<file path="src/rtl/pos_pkg.sv">
// Shared definitions for the picture output streaming sequencer.
// Assumes two-bit register addresses and at most four samples per group.
package pos_pkg;

    typedef enum logic [1:0] {
        ST_IDLE,
        ST_FETCH,
        ST_WAIT,
        ST_SHOW
    } seq_state_t;

    typedef struct packed {
        logic       ext_en;
        logic       gen_en;
        logic       wide;
        logic [1:0] structure;
    } ctrl_t;

    localparam logic [1:0] REG_CTRL   = 2'd0;
    localparam logic [1:0] REG_ROWLEN = 2'd1;
    localparam logic [1:0] REG_ROWS   = 2'd2;
    localparam logic [1:0] REG_GEN    = 2'd3;

    localparam int CTL_START  = 0;
    localparam int CTL_EXT    = 1;
    localparam int CTL_GEN    = 2;
    localparam int CTL_WIDE   = 3;
    localparam int CTL_STR_LO = 4;

    // Component code for a sample index within its group.
    function automatic logic [1:0] comp_code(input logic wide, input logic [1:0] idx);
        logic [1:0] code;
        if (wide) begin
            code = idx[0] ? 2'b11 : 2'b10;
        end else begin
            case (idx)
                2'd0:    code = 2'b10;
                2'd1:    code = 2'b00;
                2'd2:    code = 2'b11;
                default: code = 2'b01;
            endcase
        end
        return code;
    endfunction

endpackage

</file>
<file path="src/rtl/pos_regs.sv">
// Host register file: control fields, row length, row count and the
// general output register. Writing the control register with bit 0 set
// produces a one-cycle start pulse. Assumes CW >= LW, GW and 6.
module pos_regs #(
    parameter int CW = 16,
    parameter int LW = 16,
    parameter int GW = 8
) (
    input  logic            clk,
    input  logic            rst_n,
    input  logic            cfg_we,
    input  logic [1:0]      cfg_addr,
    input  logic [CW-1:0]   cfg_wdata,
    output pos_pkg::ctrl_t  ctrl,
    output logic [LW-1:0]   row_groups,
    output logic [LW-1:0]   rows,
    output logic [GW-1:0]   gen_q,
    output logic            start_pulse
);
    import pos_pkg::*;

    logic [1:0] str_w;
    assign str_w = cfg_wdata[CTL_STR_LO +: 2];

    // Register writes and start pulse generation.
    always_ff @(posedge clk) begin
        if (!rst_n) begin
            ctrl        <= '0;
            row_groups  <= '0;
            rows        <= '0;
            gen_q       <= '0;
            start_pulse <= 1'b0;
        end else begin
            start_pulse <= cfg_we && (cfg_addr == REG_CTRL) && cfg_wdata[CTL_START];
            if (cfg_we) begin
                case (cfg_addr)
                    REG_CTRL: begin
                        ctrl.ext_en    <= cfg_wdata[CTL_EXT];
                        ctrl.gen_en    <= cfg_wdata[CTL_GEN];
                        ctrl.wide      <= cfg_wdata[CTL_WIDE];
                        ctrl.structure <= (str_w == 2'b01) ? 2'b00 : str_w;
                    end
                    REG_ROWLEN: row_groups <= cfg_wdata[LW-1:0];
                    REG_ROWS:   rows       <= cfg_wdata[LW-1:0];
                    default:    gen_q      <= cfg_wdata[GW-1:0];
                endcase
            end
        end
    end

    assert_gen_mirror_R12: assert property (@(posedge clk) disable iff (!rst_n)
        (cfg_we && cfg_addr == REG_GEN) |=> (gen_q == $past(cfg_wdata[GW-1:0])));

endmodule

</file>
<file path="src/rtl/pos_counters.sv">
// Position counters: sample index in group, group in row, row in picture,
// row start address and read pointer. Assumes non-zero lengths while
// running; load clears all, step advances by one taken sample.
module pos_counters #(
    parameter int AW = 20,
    parameter int LW = 16
) (
    input  logic          clk,
    input  logic          rst_n,
    input  logic          load,
    input  logic          step,
    input  logic          wide,
    input  logic [LW-1:0] row_groups,
    input  logic [LW-1:0] rows,
    input  logic          row_term,
    input  logic          pic_term,
    output logic [AW-1:0] ptr,
    output logic [1:0]    comp,
    output logic          last_comp,
    output logic          last_grp,
    output logic          last_row,
    output logic          finish
);
    localparam logic [LW-1:0] ONE_L = 1;
    localparam logic [AW-1:0] ONE_A = 1;

    logic [LW-1:0] grp;
    logic [LW-1:0] row;
    logic [AW-1:0] base;
    logic [AW-1:0] stride;
    logic          end_row;

    assign stride    = wide ? (AW'(row_groups) << 1) : (AW'(row_groups) << 2);
    assign last_comp = wide ? comp[0] : (comp == 2'd3);
    assign last_grp  = (grp == row_groups - ONE_L);
    assign last_row  = (row == rows - ONE_L);
    assign end_row   = last_grp || row_term;
    assign finish    = step && last_comp && (pic_term || (end_row && last_row));

    // Advance position on each taken sample, jumping rows on row end.
    always_ff @(posedge clk) begin
        if (!rst_n || load) begin
            comp <= '0;
            grp  <= '0;
            row  <= '0;
            base <= '0;
            ptr  <= '0;
        end else if (step) begin
            if (!last_comp) begin
                comp <= comp + 2'd1;
                ptr  <= ptr + ONE_A;
            end else if (end_row) begin
                comp <= '0;
                grp  <= '0;
                row  <= row + ONE_L;
                base <= base + stride;
                ptr  <= base + stride;
            end else begin
                comp <= '0;
                grp  <= grp + ONE_L;
                ptr  <= ptr + ONE_A;
            end
        end
    end

    assert_ptr_step_R13: assert property (@(posedge clk) disable iff (!rst_n)
        (step && !load && !last_comp) |=> (ptr == $past(ptr) + ONE_A));

endmodule

</file>
<file path="src/rtl/pic_stream_seq.sv">
// Picture output streaming sequencer. Fetches one frame word per sample,
// presents it with a component and structure tag, and waits for the
// consumer's taken strobe. Consumer end requests are latched and applied
// at the end of the current pixel group. Assumes DW = 16 and a frame
// buffer that answers every request exactly once.
module pic_stream_seq #(
    parameter int DW = 16,
    parameter int AW = 20,
    parameter int LW = 16,
    parameter int GW = 8
) (
    input  logic          clk,
    input  logic          rst_n,
    input  logic          cfg_we,
    input  logic [1:0]    cfg_addr,
    input  logic [15:0]   cfg_wdata,
    output logic          fb_rd_req,
    output logic [AW-1:0] fb_rd_addr,
    input  logic          fb_rd_valid,
    input  logic [DW-1:0] fb_rd_data,
    output logic [DW-1:0] px_data,
    output logic          px_valid,
    output logic [3:0]    px_type,
    input  logic          px_taken,
    input  logic          px_row_end_in,
    input  logic          px_pic_end_in,
    output logic          px_row_end_out,
    output logic          px_pic_end_out,
    output logic [GW-1:0] px_general
);
    import pos_pkg::*;

    localparam int BW = DW / 2;
    localparam logic [LW-1:0] ZERO_L = '0;

    ctrl_t         ctrl;
    logic [LW-1:0] row_groups;
    logic [LW-1:0] rows;
    logic          start_pulse;
    seq_state_t    state;
    logic [DW-1:0] data_q;
    logic          row_pend;
    logic          pic_pend;
    logic          take;
    logic          launch;
    logic          row_req;
    logic          pic_req;
    logic [1:0]    comp;
    logic          last_comp;
    logic          last_grp;
    logic          last_row;
    logic          finish;

    pos_regs #(.CW(16), .LW(LW), .GW(GW)) u_regs (
        .clk         (clk),
        .rst_n       (rst_n),
        .cfg_we      (cfg_we),
        .cfg_addr    (cfg_addr),
        .cfg_wdata   (cfg_wdata),
        .ctrl        (ctrl),
        .row_groups  (row_groups),
        .rows        (rows),
        .gen_q       (px_general),
        .start_pulse (start_pulse)
    );

    assign take    = (state == ST_SHOW) && px_taken;
    assign launch  = (state == ST_IDLE) && start_pulse
                     && (row_groups != ZERO_L) && (rows != ZERO_L);
    assign row_req = ctrl.ext_en && take && px_row_end_in;
    assign pic_req = ctrl.ext_en && take && px_pic_end_in;

    pos_counters #(.AW(AW), .LW(LW)) u_cnt (
        .clk        (clk),
        .rst_n      (rst_n),
        .load       (launch),
        .step       (take),
        .wide       (ctrl.wide),
        .row_groups (row_groups),
        .rows       (rows),
        .row_term   (row_pend || row_req),
        .pic_term   (pic_pend || pic_req),
        .ptr        (fb_rd_addr),
        .comp       (comp),
        .last_comp  (last_comp),
        .last_grp   (last_grp),
        .last_row   (last_row),
        .finish     (finish)
    );

    // Sequence fetch, wait and show phases for each sample.
    always_ff @(posedge clk) begin
        if (!rst_n) begin
            state <= ST_IDLE;
        end else begin
            case (state)
                ST_IDLE:  if (launch) state <= ST_FETCH;
                ST_FETCH: state <= ST_WAIT;
                ST_WAIT:  if (fb_rd_valid) state <= ST_SHOW;
                default:  if (take) state <= finish ? ST_IDLE : ST_FETCH;
            endcase
        end
    end

    // Latch consumer end requests until the current group completes.
    always_ff @(posedge clk) begin
        if (!rst_n || launch) begin
            row_pend <= 1'b0;
            pic_pend <= 1'b0;
        end else if (take && last_comp) begin
            row_pend <= 1'b0;
            pic_pend <= 1'b0;
        end else begin
            if (row_req) row_pend <= 1'b1;
            if (pic_req) pic_pend <= 1'b1;
        end
    end

    // Capture returned frame data, narrowing to one byte in byte mode.
    always_ff @(posedge clk) begin
        if (!rst_n) begin
            data_q <= '0;
        end else if (state == ST_WAIT && fb_rd_valid) begin
            data_q <= ctrl.wide ? fb_rd_data : {{BW{1'b0}}, fb_rd_data[BW-1:0]};
        end
    end

    assign fb_rd_req      = (state == ST_FETCH);
    assign px_valid       = (state == ST_SHOW);
    assign px_data        = data_q;
    assign px_type        = {ctrl.structure, comp_code(ctrl.wide, comp)};
    assign px_row_end_out = px_valid && ctrl.gen_en && last_comp && last_grp;
    assign px_pic_end_out = px_row_end_out && last_row;

    assert_hold_R3: assert property (@(posedge clk) disable iff (!rst_n)
        (px_valid && !px_taken) |=> (px_valid && $stable(px_data)));

    assert_no_odd_struct_R6: assert property (@(posedge clk) disable iff (!rst_n)
        px_valid |-> (px_type[3:2] != 2'b01));

    assert_req_pulse_R13: assert property (@(posedge clk) disable iff (!rst_n)
        fb_rd_req |=> !fb_rd_req);

    assert_pic_in_row_R8: assert property (@(posedge clk) disable iff (!rst_n)
        px_pic_end_out |-> px_row_end_out);

    assert_end_idle_R10: assert property (@(posedge clk) disable iff (!rst_n)
        (take && finish) |=> !px_valid);

endmodule

</file>
<file path="config.mk">
export PLATFORM = sky130hd
export DESIGN_NAME = pic_stream_seq
export DESIGN_NICKNAME = d
export VERILOG_FILES = /design/src/rtl/pos_pkg.sv /design/src/rtl/pos_regs.sv /design/src/rtl/pos_counters.sv /design/src/rtl/pic_stream_seq.sv
export SDC_FILE = /design/constraint.sdc
export NUM_CORES = 1
export LEC_CHECK = 0
export ABC_AREA = 1
export ABC_CLOCK_PERIOD_IN_PS = 4700
export BUFFER_PORTS_ARGS = -buffer_cell sky130_fd_sc_hd__buf_2
export CAP_MARGIN = 20
export CORE_UTILIZATION = 45
export CTS_CLUSTER_SIZE = 12
export DETAILED_ROUTE_END_ITERATION = 10
export PLACE_DENSITY = 0.61
export SYNTH_ARGS = -nofsm -noshare
export SYNTH_HDL_FRONTEND = slang
export SYNTH_HIERARCHICAL = 1
export SYNTH_SLANG_ARGS = --single-unit
</file>
<file path="constraint.sdc">
create_clock -name clk -period 4.7 [get_ports clk]
set_input_delay 0.47 -clock clk [delete_from_list [all_inputs] [get_ports clk]]
set_output_delay 0.47 -clock clk [all_outputs]
set_load 0.1 [all_outputs]
</file>
==> results.md <==
* Max-slew headroom at between 40% and 50%
* DR vias/cell at 4.940
* Sink Count at between 100 and 150
* PortBufs at 92
* Layout cells sized above 1 at between 10 and 15%
* Clk_lat worst skew at ~0.44 ns
* Chip height at 141.1 um
* Fin Setup TNS at 0 ns
* Final Total Pwr at 0.003260 W
* Worst Hold Class: input pin to flip-flop
* Beginning of the critical path: u_regs/rows[0]
* Layout area overhead at 14.13%
* Yosys warning count at 6
* Final GP Congestion at around 0.9
* First-pass GRT wire length at ~38000 um
* Initial Util at 46.24%
* Detailed Routing Iterations Pass 1 at 5
* Top_reg_cell synth: dfxtp_1
* I/O Pins at 93
* Initial antenna violation count at 0
* #FFs+latches synth at approximately 140
* Post-route cell area at a little under 10000 um2
* Flop2flop setup slack at 1.49 ns
* Slowest CP cell: buf_2
* Worst r2r dst: state[0]
* Max-slew violation count at 0
* Sequential fraction of the synthesis area at about a third
* Avg WL per Cell at ~13 um
* Worst setup SP type: flip-flop
* RSZ-0062 raised after global routing: false
* Die X at approximately 140 um
* GR Overflow Total at 0
* Antenna Violating Nets Remaining at 0
* Crit path buffers/inverters at 2
* Crit path max fanout at 4
* Core area at 18830 um2
* Area after DPL at about 9300 um2
* Clock skew at 0.01675 ns
* Crit path time final at 3.631 ns
* Distinct cells, synth at 47
* Detailed Route WL at approximately 23000 um
* Worst setup EP type: output port
* Endpoints failing hold at 0
* Largest net degree at the start of global routing at 59
* Status: complete, no violations
* Number of max-cap violations at 0
* Achievable frequency at 0.2754 GHz
* Routed length on met1 at 11110 um
* Async set or reset register ratio after synthesis at 0%
* GRT Total Usage at a little under a quarter
* Cell taking the most area after synthesis: dfxtp_1
* WP depth at 11
* Antenna Cells at 0
* Finish-stage setup viols at 0
* Largest delay share family, worst path: simple AND/OR/NAND/NOR gates
* Yosys top cell area share at 31.96%
* CTS tree: yes
* Fin nets at 1517
* Critical Path RT at between 4 and 5 ns
* Hpwl dp at ~17000 um
* Final worst-path cycle share at between 70% and 80%
* CP cell instances: inv_1 -> ha_1 -> nand3b_1 -> nor2_1 -> nand3_1 -> xor2_1 -> xor2_1 -> nand4_1 -> nor2_1 -> nor3b_1 -> buf_2
* Routed met3 length at 893 um
* Area occupied by multi-input gates at about 5100 um2
* Register-to-Register Path Depth at 18
* Via count at approximately 8500
* Clock buffer depth at 2
* Syn nets at between 1000 and 1500
* Power density over the cells at 328.0 nW/um2
* Clock slew at reported path FFs at around 0.070 ns
* Critical path class: flip-flop to output port
* TritonCTS Buffers at 17
* Post-synth EDFFs at 0
* Postcts setup bufs at 0
* Hold_buf cts at 0
* Number of H-tree levels at 4
* Post_cts resized at 0
* Fill count at between 1500 and 2000
* CTS root buffer: clkbuf_16
* P_leak at around 4.7 nW
* Top sig layer: met4
* Die area at about 20000 um2
* Synth top area cells: dfxtp_1 (32%), nand2_1 (16%), nor2_1 (11%)
* CP peak stage delay at roughly 0.46 ns
* Row count at 50
* Synth cell count leaders: nand2_1 (364), nor2_1 (245), inv_1 (149), dfxtp_1 (139), nand3_1 (89)
* # DRC at 0
* CP endpoint: px_pic_end_out
* RR Startpoint: u_regs/row_groups[0]
* Met2 WL at 10600 um
* WP data arrival at about 3.2 ns
* Syn Inst Count at 1373
* Vias in the first global route at 7722
* Sequential cell area at around 2800 um2
* DR iter-0 viols at approximately 480
* Max IR drop VDD at ~0.21 mV
* Mapped cell area at roughly 8700 um2
* Top-count cell post-synth: nand2_1
* Avg Inst Size Synth at approximately 6.3 um2
* Worst slew pin tran at 0.7756 ns
[worst min-delay path by stage]
stage / end / cells past startpoint / from
finish: u_regs/row_groups[10] / 3 / cfg_wdata[10]
global route: u_regs/row_groups[10] / 3 / cfg_wdata[10]
CTS: u_regs/row_groups[10] / 3 / cfg_wdata[10]
detailed placement: pic_pend / 2 / pic_pend
global placement: pic_pend / 2 / pic_pend
floorplan: pic_pend / 2 / pic_pend
[worst reg2reg max path: cells and delay by family, from the launching register on]
kind                     cells  cell delay, ns
flip-flops                   1            0.35
AND/OR/NAND/NOR             13            1.62
AO/OA/AOI/OAI                1            0.11
adder cells (fa/ha/maj)      1            0.28
buffers and inverters        3            0.80
[registers in the layout, summed over array words and instances (netlist names), 5 cells and up]
signal,count
u_regs/gen_q,8
px_data,16
u_cnt/grp,16
u_cnt/row,16
u_regs/ctrl,5
u_regs/row_groups,16
u_cnt/base,19
u_cnt/ptr,20
u_regs/rows,16
[cell families (layout without fill, tap and decap cells)]
family                     count (synthesis)  after routing  share of synthesized area, %
and+or+nand+nor                          773            773                         37.29
buffers and inverters                    200            287                         9.283
AOI/OAI and AO/OA                        157            157                         9.671
DFF                                      139            139                         31.96
xor gates and xnor gates                  75             75                         7.544
adders and majority gates                 29             29                         4.254
[per-stage QoR]
stage	hold WS [ns]	utilization, %	std cells	worst slack, ns
2_1_floorplan	0.4297	-	1373	0.4395
3_3_place_gp	0.4451	49.44	1686	1.551
3_5_place_dp	0.4547	49.52	1687	1.461
4_1_cts	0.2668	52.69	1719	1.048
5_1_grt	0.2680	52.77	1720	0.8056
6_report	0.2836	52.77	1720	1.069
[power breakdown]
group	switching [W]	total, W	internal (W)
Sequential	0.0000477	0.00127	0.00122
Clock	0.000637	0.00135	0.000715
Combinational	0.000463	0.000640	0.000177
[cells in the final DEF, fill, tap and decap left out, drive strengths merged]
master / count
o211a: 1
nor4b: 1
clkinvlp: 2
nor2: 252
or2: 4
o21a: 2
nand3: 91
o21bai: 1
clkinv: 8
a211oi: 2
nand2: 370
a31o: 1
a21oi: 83
fa: 1
nand3b: 8
xor2: 52
o21ai: 54
o211ai: 4
a21boi: 1
nor3b: 3
nor4: 10
a22o: 1
nor3: 22
clkbuf: 17
buf: 99
a21o: 2
ha: 28
dfxtp: 139
a31oi: 2
inv: 161
nand4: 12
xnor2: 23
o22ai: 3
[cell type report]
type                            instances  share of cell area (%)
Sequential cell                       139                   28.00
Timing Repair Buffer                   99                   5.314
Inverter                              156                   5.918
Clock inverter                         15                   1.725
Tap cell                              260                   3.274
Multi-Input combinational cell       1034                   51.49
Clock buffer                           17                   4.281
[metal layers]
metal	vias up	GRT usage, %
li1	4491	-
met1	3837	31.57
met2	143	38.56
met3	25	4.789
met4	0	6.407
met5	-	0
No activity file was read; power rests on OpenSTA's default activity.
